`config.mk`:
```
export PLATFORM = sky130hd
export DESIGN_NAME = spr_dma_top
export DESIGN_NICKNAME = d
export VERILOG_FILES = /design/src/rtl/spr_dma_pkg.sv /design/src/rtl/spr_dma_mtick.sv /design/src/rtl/spr_dma_seq.sv /design/src/rtl/spr_dma_copy_path.sv /design/src/rtl/spr_dma_oam_gate.sv /design/src/rtl/spr_dma_top.sv
export SDC_FILE = /design/constraint.sdc
export NUM_CORES = 1
export LEC_CHECK = 0
export BUFFER_PORTS_ARGS = -buffer_cell sky130_fd_sc_hd__buf_2
export CAP_MARGIN = 20
export CORE_MARGIN = 1
export CORE_UTILIZATION = 38
export CTS_BUF_LIST = sky130_fd_sc_hd__clkbuf_16
export DETAILED_ROUTE_END_ITERATION = 16
export HOLD_SLACK_MARGIN = 0.12
export PLACE_DENSITY_LB_ADDON = 0.15
export SLEW_MARGIN = 20
export SYNTH_ARGS = -nofsm -noshare
export SYNTH_HDL_FRONTEND = slang
export SYNTH_SLANG_ARGS = --single-unit
export TNS_END_PERCENT = 1
```
`constraint.sdc`:
```
create_clock -name clk -period 2.2 [get_ports clk]
set_input_delay 0.44 -clock clk [delete_from_list [all_inputs] [get_ports clk]]
set_output_delay 0.44 -clock clk [all_outputs]
set_load 0.03 [all_outputs]
```
`src/rtl/spr_dma_pkg.sv`:
```
package spr_dma_pkg;

  localparam int ADDR_W = 16;
  localparam int DATA_W = 8;
  localparam int PAGE_W = 8;
  localparam int OFFS_W = ADDR_W - PAGE_W;

  typedef enum logic [1:0] {
    SEQ_IDLE = 2'd0,
    SEQ_WAIT = 2'd1,
    SEQ_MOVE = 2'd2
  } seq_state_e;

  // source address of byte number offs within the selected page
  function automatic logic [ADDR_W-1:0] src_byte_addr(
    input logic [PAGE_W-1:0] page,
    input logic [OFFS_W-1:0] offs
  );
    return {page, offs};
  endfunction

  // control register write decode
  function automatic logic reg_hit(
    input logic              en,
    input logic [ADDR_W-1:0] addr,
    input logic [ADDR_W-1:0] target
  );
    return en && (addr == target);
  endfunction

endpackage

```
`src/rtl/spr_dma_mtick.sv`:
```
module spr_dma_mtick #(
  parameter int T_PER_M = 4
) (
  input  logic clk,
  input  logic rst_n,
  output logic strobe
);
  localparam int CW = (T_PER_M > 1) ? $clog2(T_PER_M) : 1;
  localparam logic [CW-1:0] CNT_LAST = CW'(T_PER_M - 1);

  logic [CW-1:0] cnt_q;

  always_ff @(posedge clk) begin
    if (!rst_n)                cnt_q <= '0;
    else if (cnt_q == CNT_LAST) cnt_q <= '0;
    else                       cnt_q <= cnt_q + 1'b1;
  end

  assign strobe = (cnt_q == CNT_LAST);

  // independent spacing counter for the checker
  logic [CW:0] gap_q;
  always_ff @(posedge clk) begin
    if (!rst_n || strobe) gap_q <= '0;
    else                  gap_q <= gap_q + 1'b1;
  end

  assert_strobe_spacing_R6: assert property (@(posedge clk) disable iff (!rst_n)
    strobe |-> (gap_q == (CW+1)'(T_PER_M - 1)));

  generate
    if (T_PER_M > 1) begin : g_multi
      assert_strobe_single_R6: assert property (@(posedge clk) disable iff (!rst_n)
        strobe |=> !strobe);
    end
  endgenerate

endmodule

```
`src/rtl/spr_dma_seq.sv`:
```
module spr_dma_seq
  import spr_dma_pkg::*;
#(
  parameter int                XFER_LEN = 160,
  parameter logic [ADDR_W-1:0] REG_ADDR = 16'hFF46,
  localparam int               IW       = $clog2(XFER_LEN)
) (
  input  logic              clk,
  input  logic              rst_n,
  input  logic              tick,
  input  logic              wr_en,
  input  logic [ADDR_W-1:0] wr_addr,
  input  logic [DATA_W-1:0] wr_data,
  output logic              busy,
  output logic              move_active,
  output logic [IW-1:0]     move_idx,
  output logic [PAGE_W-1:0] page,
  output logic              start_evt,
  output logic              done_evt
);
  localparam logic [IW-1:0] IDX_LAST = IW'(XFER_LEN - 1);

  seq_state_e        st_q;
  logic [IW-1:0]     idx_q;
  logic [PAGE_W-1:0] page_q;

  assign start_evt = tick && reg_hit(wr_en, wr_addr, REG_ADDR);
  assign done_evt  = tick && !start_evt && (st_q == SEQ_MOVE) && (idx_q == IDX_LAST);

  always_ff @(posedge clk) begin
    if (!rst_n) begin
      st_q   <= SEQ_IDLE;
      idx_q  <= '0;
      page_q <= '0;
    end else if (start_evt) begin
      st_q   <= SEQ_WAIT;
      idx_q  <= '0;
      page_q <= PAGE_W'(wr_data);
    end else if (tick) begin
      case (st_q)
        SEQ_WAIT: begin
          st_q  <= SEQ_MOVE;
          idx_q <= '0;
        end
        SEQ_MOVE: begin
          if (idx_q == IDX_LAST) begin
            st_q  <= SEQ_IDLE;
            idx_q <= '0;
          end else begin
            idx_q <= idx_q + 1'b1;
          end
        end
        default: st_q <= SEQ_IDLE;
      endcase
    end
  end

  assign busy        = (st_q != SEQ_IDLE);
  assign move_active = (st_q == SEQ_MOVE);
  assign move_idx    = idx_q;
  assign page        = page_q;

  assert_state_holds_off_strobe_R6: assert property (@(posedge clk) disable iff (!rst_n)
    !tick |=> ($stable(st_q) && $stable(idx_q) && $stable(page_q)));

  assert_delay_then_copy_R2: assert property (@(posedge clk) disable iff (!rst_n)
    (tick && !start_evt && st_q == SEQ_WAIT) |=> (st_q == SEQ_MOVE && idx_q == '0));

  assert_index_steps_R3: assert property (@(posedge clk) disable iff (!rst_n)
    (tick && !start_evt && st_q == SEQ_MOVE && idx_q != IDX_LAST)
      |=> (st_q == SEQ_MOVE && idx_q == $past(idx_q) + 1'b1));

  assert_end_after_last_R5: assert property (@(posedge clk) disable iff (!rst_n)
    done_evt |=> (st_q == SEQ_IDLE));

  assert_restart_fresh_R9: assert property (@(posedge clk) disable iff (!rst_n)
    start_evt |=> (st_q == SEQ_WAIT && page_q == $past(wr_data)));

endmodule

```
`src/rtl/spr_dma_copy_path.sv`:
```
module spr_dma_copy_path
  import spr_dma_pkg::*;
#(
  parameter int  XFER_LEN = 160,
  parameter int  OAM_AW   = 8,
  localparam int IW       = $clog2(XFER_LEN)
) (
  input  logic              clk,
  input  logic              rst_n,
  input  logic              tick,
  input  logic              move_active,
  input  logic [IW-1:0]     move_idx,
  input  logic [PAGE_W-1:0] page,
  output logic              src_rd_en,
  output logic [ADDR_W-1:0] src_rd_addr,
  input  logic [DATA_W-1:0] src_rd_data,
  output logic              dma_we,
  output logic [OAM_AW-1:0] dma_addr,
  output logic [DATA_W-1:0] dma_wdata
);
  assign src_rd_en   = move_active;
  assign src_rd_addr = src_byte_addr(page, OFFS_W'(move_idx));
  assign dma_we      = move_active && tick;
  assign dma_addr    = OAM_AW'(move_idx);
  assign dma_wdata   = src_rd_data;

  assert_write_inside_table_R3: assert property (@(posedge clk) disable iff (!rst_n)
    dma_we |-> (int'(dma_addr) < XFER_LEN));

  assert_write_has_read_R1: assert property (@(posedge clk) disable iff (!rst_n)
    dma_we |-> (src_rd_en && src_rd_addr[OFFS_W-1:0] == OFFS_W'(dma_addr)));

endmodule

```
`src/rtl/spr_dma_oam_gate.sv`:
```
module spr_dma_oam_gate
  import spr_dma_pkg::*;
#(
  parameter int OAM_AW = 8
) (
  input  logic              clk,
  input  logic              rst_n,
  input  logic              lock,
  input  logic              dma_we,
  input  logic [OAM_AW-1:0] dma_addr,
  input  logic [DATA_W-1:0] dma_wdata,
  input  logic              cpu_we,
  input  logic [OAM_AW-1:0] cpu_addr,
  input  logic [DATA_W-1:0] cpu_wdata,
  output logic [DATA_W-1:0] cpu_rdata,
  output logic              oam_we,
  output logic [OAM_AW-1:0] oam_addr,
  output logic [DATA_W-1:0] oam_wdata,
  input  logic [DATA_W-1:0] oam_rdata
);
  always_comb begin
    if (lock) begin
      oam_we    = dma_we;
      oam_addr  = dma_addr;
      oam_wdata = dma_wdata;
      cpu_rdata = '1;
    end else begin
      oam_we    = cpu_we;
      oam_addr  = cpu_addr;
      oam_wdata = cpu_wdata;
      cpu_rdata = oam_rdata;
    end
  end

  assert_engine_writes_only_locked_R4: assert property (@(posedge clk) disable iff (!rst_n)
    dma_we |-> lock);

  assert_cpu_write_dropped_R7: assert property (@(posedge clk) disable iff (!rst_n)
    (lock && cpu_we && !dma_we) |-> !oam_we);

endmodule

```
`src/rtl/spr_dma_top.sv`:
```
module spr_dma_top
  import spr_dma_pkg::*;
#(
  parameter int                T_PER_M  = 4,
  parameter int                XFER_LEN = 160,
  parameter int                OAM_AW   = 8,
  parameter logic [ADDR_W-1:0] REG_ADDR = 16'hFF46
) (
  input  logic              clk,
  input  logic              rst_n,
  output logic              mcyc_strobe,
  input  logic              reg_wr_en,
  input  logic [15:0]       reg_wr_addr,
  input  logic [7:0]        reg_wr_data,
  output logic              src_rd_en,
  output logic [15:0]       src_rd_addr,
  input  logic [7:0]        src_rd_data,
  output logic              oam_we,
  output logic [7:0]        oam_addr,
  output logic [7:0]        oam_wdata,
  input  logic [7:0]        oam_rdata,
  input  logic              cpu_oam_we,
  input  logic [7:0]        cpu_oam_addr,
  input  logic [7:0]        cpu_oam_wdata,
  output logic [7:0]        cpu_oam_rdata,
  output logic              oam_lock,
  output logic              dma_busy
);
  localparam int IW = $clog2(XFER_LEN);

  logic              tick;
  logic              move_active;
  logic [IW-1:0]     move_idx;
  logic [PAGE_W-1:0] page;
  logic              start_evt;
  logic              done_evt;
  logic              dma_we;
  logic [OAM_AW-1:0] dma_addr;
  logic [DATA_W-1:0] dma_wdata;

  spr_dma_mtick #(.T_PER_M(T_PER_M)) u_mtick (
    .clk(clk), .rst_n(rst_n), .strobe(tick)
  );

  spr_dma_seq #(.XFER_LEN(XFER_LEN), .REG_ADDR(REG_ADDR)) u_seq (
    .clk(clk), .rst_n(rst_n), .tick(tick),
    .wr_en(reg_wr_en), .wr_addr(reg_wr_addr), .wr_data(reg_wr_data),
    .busy(dma_busy), .move_active(move_active), .move_idx(move_idx),
    .page(page), .start_evt(start_evt), .done_evt(done_evt)
  );

  spr_dma_copy_path #(.XFER_LEN(XFER_LEN), .OAM_AW(OAM_AW)) u_path (
    .clk(clk), .rst_n(rst_n), .tick(tick),
    .move_active(move_active), .move_idx(move_idx), .page(page),
    .src_rd_en(src_rd_en), .src_rd_addr(src_rd_addr), .src_rd_data(src_rd_data),
    .dma_we(dma_we), .dma_addr(dma_addr), .dma_wdata(dma_wdata)
  );

  assign oam_lock    = move_active;
  assign mcyc_strobe = tick;

  spr_dma_oam_gate #(.OAM_AW(OAM_AW)) u_gate (
    .clk(clk), .rst_n(rst_n), .lock(oam_lock),
    .dma_we(dma_we), .dma_addr(dma_addr), .dma_wdata(dma_wdata),
    .cpu_we(cpu_oam_we), .cpu_addr(cpu_oam_addr), .cpu_wdata(cpu_oam_wdata),
    .cpu_rdata(cpu_oam_rdata),
    .oam_we(oam_we), .oam_addr(oam_addr), .oam_wdata(oam_wdata), .oam_rdata(oam_rdata)
  );

  assert_lock_inside_busy_R5: assert property (@(posedge clk) disable iff (!rst_n)
    oam_lock |-> dma_busy);

  assert_busy_opens_unlocked_R2: assert property (@(posedge clk) disable iff (!rst_n)
    $rose(dma_busy) |-> !oam_lock);

  assert_start_sets_busy_R1: assert property (@(posedge clk) disable iff (!rst_n)
    start_evt |=> (dma_busy && !oam_lock));

  assert_done_clears_busy_R4: assert property (@(posedge clk) disable iff (!rst_n)
    done_evt |=> (!dma_busy && !oam_lock));

endmodule

```
==> impl_metrics.env, run 1 <==
export IMPL_status="completed"
export IMPL_maxSlewViolCount=0
export IMPL_path_clk_slew_ns=0.06
export IMPL_ir_worst_vdd_uv=354
export IMPL_syn_num_nets=210
export IMPL_netlist_top_cells_count="nand2_1, dfxtp_1, mux2_2, or2_2, mux2i_1"
export IMPL_p_leak_uw=0.00109
export IMPL_synth_cell_types=35
export IMPL_routabilityCongestion=0.685
export IMPL_post_place_ws_ns=0.434
export IMPL_grt_remaining_overflow=0
export IMPL_hpwlAfterDp_mm=2.50
export IMPL_num_rows=21
export IMPL_power_density_nw_per_um2=527
export IMPL_numClockSinks=20
export IMPL_io_pin_count=105
export IMPL_initial_core_util_pct=39.9
export IMPL_yosysTopAreaCell="dfxtp_1"
export IMPL_ctsResizeCount=0
export IMPL_grt_antenna_before_repair=0
export IMPL_tightest_slew_ns=0.381
export IMPL_min_period_ns=2.04
export IMPL_utilization_pct=60.0
export IMPL_wl_per_cell_um=11.1
export IMPL_max_slew_margin_rel_pct=74.5
export IMPL_holdPathStages=3
export IMPL_grt_max_degree=34
export IMPL_synth_area_per_cell_um2=9.24
export IMPL_grt_pass1_wl_mm=4.80
export IMPL_fin_hold_ws_ns=0.424
export IMPL_cts_setup_buffers=0
export IMPL_cp_required_ns=1.76
export IMPL_startpoint_type="flop"
export IMPL_via_per_inst=4.69
export IMPL_dp_cells=289
export IMPL_worstPathMaxFanout=33
export IMPL_drc=0
export IMPL_hold_buffers=0
export IMPL_synth_most_common_cell="nand2_1"
export IMPL_ys_seq_elements=20
export IMPL_grt_use_total_pct=17.5
export IMPL_crit_family="buffers and inverters"
export IMPL_die_w_um=61.2
export IMPL_max_stage_delay_ns=0.35
export IMPL_hold_viol_final=0
export IMPL_synth_edf_count=0
export IMPL_cp_num_cells=5
export IMPL_path_class="reg2out"
export IMPL_synth_area_leaders="dfxtp_1, mux2_2, nand2_1, mux2i_1, ha_1"
export IMPL_clkLatencyLatePin_ns=0.25
export IMPL_n_antenna_cell=0
export IMPL_cts_buffer_depth=2
export IMPL_clock_fmax_ghz=0.491
export IMPL_area_delta_synth_final_pct=50.4
export IMPL_finalSetupViolCount=0
export IMPL_drtIter0Drc=13
export IMPL_syn_instance_count=144
export IMPL_yosys_most_used_dff="dfxtp_1"
export IMPL_wl_mm=3.26
export IMPL_max_cap_viol_count=0
export IMPL_core_area_um2=3340
export IMPL_async_flop_share_pct=0
export IMPL_via_count=1373
export IMPL_cts_root_buffer_cell="clkbuf_16"
export IMPL_ys_warn_count=0
export IMPL_fp_dieArea_um2=3740
export IMPL_h_tree_depth=1
export IMPL_grt_pass1_vias=1138
export IMPL_yosys_area_top_type_share_pct=30.1
export IMPL_period_share_pct=92.5
export IMPL_critPathSlowestCell="mux2_2"
export IMPL_cp_num_buf_inv=3
export IMPL_io_buffers=104
export IMPL_fin_nets=314
export IMPL_rsz0062_at_grt="false"
export IMPL_firstDrtPassIters=4
export IMPL_fp_dieH_um=61.2
export IMPL_skew_ns=0.00101
export IMPL_ys_seq_area_share_pct=30.1
export IMPL_drive_gt1_share_pct=58.3
export IMPL_r2r_cells=5
export IMPL_n_fill_cell=309
export IMPL_cts_tree="built"
export IMPL_antenna_left=0
export IMPL_crit_path_end_kind="primary output"
export IMPL_instances_no_fill=293
export IMPL_worst_slack_ns=0.164
export IMPL_cts_buffers=3
export IMPL_synthesis_area_um2=1330
export IMPL_path_cells="inv_1 > ha_1 > buf_12 > mux2_2 > buf_2"
export IMPL_hold_path_class="in2reg"
export IMPL_arrival_ns=1.60
export IMPL_fin_tns_setup_ns=0
-- cell type report --
type	count	area (um^2)	area share [%]
tap	46	57.6	2.88
timing repair buffer	107	556	27.8
clock inverter	1	30.0	1.50
inverter	7	26.3	1.31
sequential	20	400	20.0
multi-input combinational	109	856	42.8
clock buffer	3	75.1	3.75
-- cells in the final DEF (no fill, tap or decap), drive strengths merged --
master | netlist | routed
a211o | 1 | 1
a211oi | 1 | 1
a21o | 1 | 1
a21oi | 3 | 3
a31o | 1 | 1
and3 | 5 | 5
and4bb | 1 | 1
buf | 5 | 107
bufinv | 0 | 1
clkbuf | 3 | 3
dfxtp | 20 | 20
ha | 6 | 6
inv | 7 | 7
mux2 | 16 | 16
mux2i | 8 | 8
nand2 | 26 | 26
nand3 | 3 | 3
nand4 | 3 | 3
nand4b | 1 | 1
nand4bb | 1 | 1
nor2 | 2 | 2
nor3 | 4 | 4
nor3b | 5 | 5
nor4 | 1 | 1
o211a | 1 | 1
o21ai | 3 | 3
o21ba | 1 | 1
o21bai | 1 | 1
o22ai | 1 | 1
o41ai | 1 | 1
or2 | 9 | 9
xnor2 | 3 | 3
-- power breakdown --
part / switching [uW] / internal [uW] / leakage [uW]
clock: 142 / 361 / 0.0000511
sequential: 3.22 / 367 / 0.000162
combinational: 97.5 / 83.3 / 0.000879
total: 243 / 811 / 0.00109
-- routing by layer --
| layer | GRT usage [%] | up-vias | routed length (um) | share of wire, % |
|---|---|---|---|---|
| met1 | 20.6 | 607 | 1380 | 43 |
| li1 | - | 707 | - | - |
| met2 | 31.4 | 54 | 1580 | 48 |
| met4 | 6.82 | 0 | 46 | 1.4 |
| met3 | 3.36 | 5 | 247 | 7.6 |
| met5 | 0 | - | 0 | 0 |
-- state kept, by name (all words and copies together) (netlist names) --
signal	flops
u_seq.move_idx	8
u_seq.page	8
u_seq.st_q	2
u_mtick.cnt_q	2
-- through the flow --
| stage | area (um^2) | total power, uW |
|---|---|---|
| after floorplan | 1330 | 480 |
| after global placement | 1900 | 558 |
| after detailed placement | 1900 | 560 |
| after CTS | 2000 | 1070 |
| after global routing | 2000 | 1110 |
| final | 2000 | 1050 |
-- path summary, 6_finish.rpt --
check | startpoint | endpoint | slack (ns)
setup / recovery | u_seq.st_q[0] | oam_wdata[4] | 0.16
hold / removal | reg_wr_data[0] | u_seq.page[0] | 0.42
setup reg to reg | u_mtick.cnt_q[0] | u_seq.move_idx[6] | 0.56
hold reg to reg | u_seq.page[5] | u_seq.page[5] | 0.46
-- logic make-up (layout without fill, tap and decap cells) --
group | after synthesis | count (layout) | synth area share (%)
muxes | 24 | 24 | 19.6
AOI/OAI and AO/OA | 15 | 15 | 9.31
adders and majority gates | 6 | 6 | 5.64
xor gates and xnor gates | 3 | 3 | 1.98
DFF | 20 | 20 | 30.1
and+or+nand+nor | 61 | 61 | 27.8
buffers and inverters | 15 | 118 | 5.55
-- tightest hold or removal path, delay by kind of cell --
family	cells	cell delay (ns)
buffers and inverters	1	0.09
multiplexers	1	0.05
AND/OR/NAND/NOR	1	0.04
Power figures use the tool's default switching activity.
==> run 2: changes to the inputs <==
- CORE_UTILIZATION: 38 -> 39
==> run 2 against run 1 <==
Sequential power hardly changed. Routed wire length up 1.8%. Fmax decreased by 1.0%. Utilization increased by 3.4 points. Sequential cell count did not move. Cell area is 0.12% lower. Count of clock-buffer cells in the layout is the same. Die area decreased by 2.5%. Critical path type unchanged.
==> impl_metrics.env, run 2 (synthesis results as in run 1) <==
export IMPL_hpwlAfterDp_mm=2.49
export IMPL_grt_pass1_vias=1128
export IMPL_via_count=1363
export IMPL_arrival_ns=1.62
export IMPL_finalSetupViolCount=0
export IMPL_ir_worst_vdd_uv=513
export IMPL_firstDrtPassIters=4
export IMPL_fp_dieH_um=60.4
export IMPL_crit_start="u_seq.st_q[0]"
export IMPL_die_w_um=60.4
export IMPL_cts_setup_buffers=0
export IMPL_io_pin_count=105
export IMPL_startpoint_type="flop"
export IMPL_instances_no_fill=291
export IMPL_p_leak_uw=0.00109
export IMPL_wl_mm=3.31
export IMPL_grt_pass1_wl_mm=4.84
export IMPL_grt_use_total_pct=17.7
export IMPL_fp_dieArea_um2=3650
export IMPL_skew_ns=0.00552
export IMPL_min_from="reg_wr_data[4]"
export IMPL_drive_gt1_share_pct=58.3
export IMPL_dp_cells=287
export IMPL_grt_antenna_before_repair=0
export IMPL_worstReg2RegStart="u_seq.st_q[0]"
export IMPL_num_rows=20
export IMPL_drc=0
export IMPL_n_antenna_cell=0
export IMPL_hold_viol_final=0
export IMPL_hold_buffers=0
export IMPL_cts_buffer_depth=2
export IMPL_grt_max_degree=34
export IMPL_rsz0062_at_grt="false"
export IMPL_io_buffers=104
export IMPL_grt_remaining_overflow=0
export IMPL_area_delta_synth_final_pct=50.2
export IMPL_wl_per_cell_um=11.4
export IMPL_worstPathMaxFanout=33
export IMPL_multi_input_area_um2=856
export IMPL_cts_buffers=3
export IMPL_h_tree_depth=1
export IMPL_path_clk_slew_ns=0.05
export IMPL_n_fill_cell=302
export IMPL_min_period_ns=2.06
export IMPL_status="completed"
export IMPL_path_class="reg2out"
export IMPL_maxSlewViolCount=0
export IMPL_drtIter0Drc=25
export IMPL_core_area_um2=3150
export IMPL_final_cell_mix="buf_2, nand2_1, dfxtp_1"
export IMPL_antenna_left=0
export IMPL_numClockSinks=20
export IMPL_period_share_pct=93.5
export IMPL_seq_area_um2=400
export IMPL_ctsResizeCount=0
export IMPL_cts_tree="built"
export IMPL_clock_fmax_ghz=0.486
export IMPL_routabilityCongestion=0.758
export IMPL_utilization_pct=63.4
export IMPL_power_density_nw_per_um2=525
export IMPL_hold_path_class="in2reg"
export IMPL_cts_root_buffer_cell="clkbuf_16"
export IMPL_fin_nets=314
export IMPL_via_per_inst=4.68
export IMPL_clkLatencyLatePin_ns=0.25
export IMPL_crit_path_end_kind="primary output"
export IMPL_max_slew_margin_rel_pct=74.9
export IMPL_max_cap_viol_count=0
export IMPL_initial_core_util_pct=42.2
export IMPL_cp_required_ns=1.76
export IMPL_layout_commonest_cell="buf_2"
export IMPL_tightest_slew_ns=0.376
==> run 2: cell counts in the layout (fill, tap and decap cells not counted) <==
No cell type changed its count.
==> run 2: through the flow <==
stage / power [uW] / setup WS (ns) / hold slack (ns) / TNS, ns / instance area [um^2]
finish: 1050 / 0.143 / 0.428 / 0 / 2000
global route: 1090 / 0.0618 / 0.435 / 0 / 2000
CTS: 1060 / 0.130 / 0.421 / 0 / 2000
detailed placement: 560 / 0.405 / 0.452 / 0 / 1890
global placement: 558 / 0.468 / 0.447 / 0 / 1890
floorplan: 480 / -0.0129 / 0.438 / -0.0643 / 1330
==> run 2: layout make-up <==
type / count / share of cell area, %
multi-input cells: 109 / 42.8
repair buffers: 107 / 27.8
flip-flops and latches: 20 / 20.0
clock buffers: 3 / 3.76
well taps: 44 / 2.76
clock inverters: 1 / 1.50
inverters: 7 / 1.31
==> run 2: final timing paths <==
kind / to / slack [ns] / cells past startpoint
worst min-delay path: u_seq.page[4] / 0.43 / 3
worst max-delay path: oam_wdata[4] / 0.14 / 5
worst min register to register: u_seq.page[3] / 0.46 / 2
worst max register to register: u_seq.move_idx[0] / 0.54 / 6
==> run 2: power breakdown <==
part	switching [uW]	total, uW	internal [uW]	leakage (uW)
combinational	97.1	180	83.2	0.000879
clock	137	498	361	0.0000511
sequential	3.40	371	367	0.000162
==> run 2: critical path, cell delays in order, from the launching register on <==
cell and delay, ns:
dfxtp_1 0.31, inv_1 0.09, ha_1 0.21, buf_12 0.20, mux2_2 0.36, buf_2 0.18
==> run 2: routing by layer <==
metal	up-vias	share of wire (%)	track usage [%]	wire, um
met3	2	5.9	4.05	194
met4	0	0.27	4.65	9
met2	47	53	31.9	1740
met1	606	41	21.0	1370
met5	-	0	0	0
li1	708	-	-	-
==> run 3: changes to the inputs <==
- CTS_BUF_LIST: sky130_fd_sc_hd__clkbuf_16 -> default
- SLEW_MARGIN: 20 -> default
==> run 3 against run 2 <==
Sequential power about the same. Fmax down 1.4%. Utilization down 0.48 points. Sequential share of layout area up 0.15 points. Count of clock-buffer cells in the layout unchanged. Non-clock buffer count up 1. Critical path type unchanged. Critical endpoint unchanged. Largest cell class unchanged. Largest power group is now sequential cells.
==> impl_metrics.env, run 3 (synthesis results as in run 1) <==
export IMPL_status="completed"
export IMPL_p_leak_uw=0.00108
export IMPL_clkLatencyLatePin_ns=0.31
export IMPL_n_antenna_cell=0
export IMPL_tightest_slew_ns=0.376
export IMPL_wl_mm=3.33
export IMPL_hold_viol_final=0
export IMPL_cts_tree="built"
export IMPL_clock_fmax_ghz=0.479
export IMPL_min_period_ns=2.09
export IMPL_drtIter0Drc=28
export IMPL_combPwrFrac_pct=21.1
export IMPL_path_cells="inv_1 > ha_4 > buf_12 > mux2_2 > buf_2"
export IMPL_seqPwrFrac_pct=43.3
export IMPL_initial_core_util_pct=42.2
export IMPL_cts_buffers=3
export IMPL_via_per_inst=4.68
export IMPL_multi_input_area_um2=868
export IMPL_rsz0062_at_grt="false"
export IMPL_intPower_uw=634
export IMPL_fp_dieH_um=60.4
export IMPL_drive_gt1_share_pct=58.9
export IMPL_n_fill_cell=307
export IMPL_crit_path_end_kind="primary output"
export IMPL_core_area_um2=3150
export IMPL_seq_area_um2=400
export IMPL_post_place_ws_ns=0.405
export IMPL_area_delta_synth_final_pct=49.1
export IMPL_path_class="reg2out"
export IMPL_via_count=1366
export IMPL_firstDrtPassIters=4
export IMPL_hold_buffers=0
export IMPL_grt_pass1_vias=1083
export IMPL_worstPathMaxFanout=17
export IMPL_worstReg2RegStart="u_seq.st_q[1]"
export IMPL_p_switching_uw=221
export IMPL_critPathSlowestCell="mux2_2"
export IMPL_io_pin_count=105
export IMPL_hold_path_class="in2reg"
export IMPL_max_stage_delay_ns=0.35
export IMPL_numClockSinks=20
export IMPL_maxSlewViolCount=0
export IMPL_worst_slack_ns=0.113
export IMPL_routabilityCongestion=0.758
export IMPL_io_buffers=104
export IMPL_p_sw_share_pct=25.9
export IMPL_drc=0
export IMPL_hold_path_endpoint="u_seq.page[4]"
export IMPL_r2r_slack_ns=0.55
export IMPL_fin_tns_setup_ns=0
export IMPL_period_share_pct=94.9
export IMPL_power_frac_clock_pct=35.6
export IMPL_fin_nets=315
export IMPL_holdPathStages=3
export IMPL_crit_family="buffers and inverters"
export IMPL_finalSetupViolCount=0
export IMPL_max_cap_viol_count=0
export IMPL_die_w_um=60.4
export IMPL_wl_per_cell_um=11.4
export IMPL_cts_buffer_depth=2
export IMPL_r2r_cells=6
export IMPL_ir_worst_vdd_uv=323
export IMPL_cp_required_ns=1.76
export IMPL_hpwlAfterDp_mm=2.49
export IMPL_grt_antenna_before_repair=0
export IMPL_grt_use_total_pct=17.1
export IMPL_layout_commonest_cell="buf_2"
export IMPL_min_from="reg_wr_data[4]"
export IMPL_antenna_left=0
export IMPL_skew_ns=0.00750
export IMPL_cts_root_buffer_cell="clkbuf_4"
export IMPL_cp_num_buf_inv=3
export IMPL_startpoint_type="flop"
export IMPL_arrival_ns=1.65
export IMPL_grt_pass1_wl_mm=4.68
export IMPL_power_density_nw_per_um2=431
export IMPL_r2r_end="u_seq.move_idx[0]"
export IMPL_grt_remaining_overflow=0
export IMPL_max_slew_margin_rel_pct=74.8
export IMPL_grt_max_degree=34
export IMPL_fp_dieArea_um2=3650
export IMPL_final_cell_mix="buf_2, nand2_1, dfxtp_1"
export IMPL_h_tree_depth=1
export IMPL_path_clk_slew_ns=0.11
export IMPL_num_rows=20
## run 3: metal layers
metal | GRT usage (%) | up-vias | routed length [um]
li1 | - | 708 | -
met4 | 2.99 | 0 | 12
met3 | 4.48 | 2 | 206
met1 | 21.2 | 605 | 1440
met5 | 0 | - | 0
met2 | 29.8 | 51 | 1670
## run 3: per-stage QoR
stage / hold WS, ns / cells / utilization (%) / power (uW) / area (um^2)
after detailed placement: 0.452 / 287 / 60.0 / 560 / 1890
after CTS: 0.350 / 291 / 61.7 / 864 / 1950
after global placement: 0.447 / 287 / 60.0 / 558 / 1890
after floorplan: 0.438 / 144 / - / 480 / 1330
final: 0.361 / 292 / 62.9 / 855 / 1980
after global routing: 0.349 / 292 / 62.9 / 896 / 1980
## run 3: layout make-up
cell class	instances	share of cell area (%)
Inverter	7	1.32
Timing Repair Buffer	108	29.3
Tap cell	44	2.78
Clock buffer	3	1.14
Multi-Input combinational cell	109	43.8
Clock inverter	1	1.51
Sequential cell	20	20.2
## run 3: worst register-to-register path: stages (launching register included)
cell	delay [ns]
dfxtp_1	0.40
inv_1	0.09
ha_1	0.34
nand2_1	0.18
or2_2	0.31
o21ai_0	0.13
and3_1	0.16
## run 3: timing repair
| item | in CTS | in global routing |
|---|---|---|
| setup buffers | 0 | 0 |
| endpoints found under the setup margin | 0 | 16 |
| resized for setup | 0 | 2 |
## run 3: power by group through the flow
stage	clock network, uW	logic, uW	registers (uW)
after floorplan	0	103	378
after CTS	311	182	370
after global routing	328	197	371
after detailed placement	0	182	378
after global placement	0	180	378
final	305	180	370
## run 3: how the worst max path moves through the flow
stage / start / to / depth (start not counted)
2_1_floorplan: u_seq.st_q[0] / oam_addr[3] / 5
3_3_place_gp: u_seq.st_q[0] / oam_wdata[2] / 5
3_5_place_dp: u_seq.st_q[0] / oam_wdata[4] / 5
4_1_cts: u_seq.st_q[0] / oam_wdata[4] / 5
5_1_grt: u_seq.st_q[0] / oam_wdata[4] / 5
6_report: u_seq.st_q[0] / oam_wdata[4] / 5
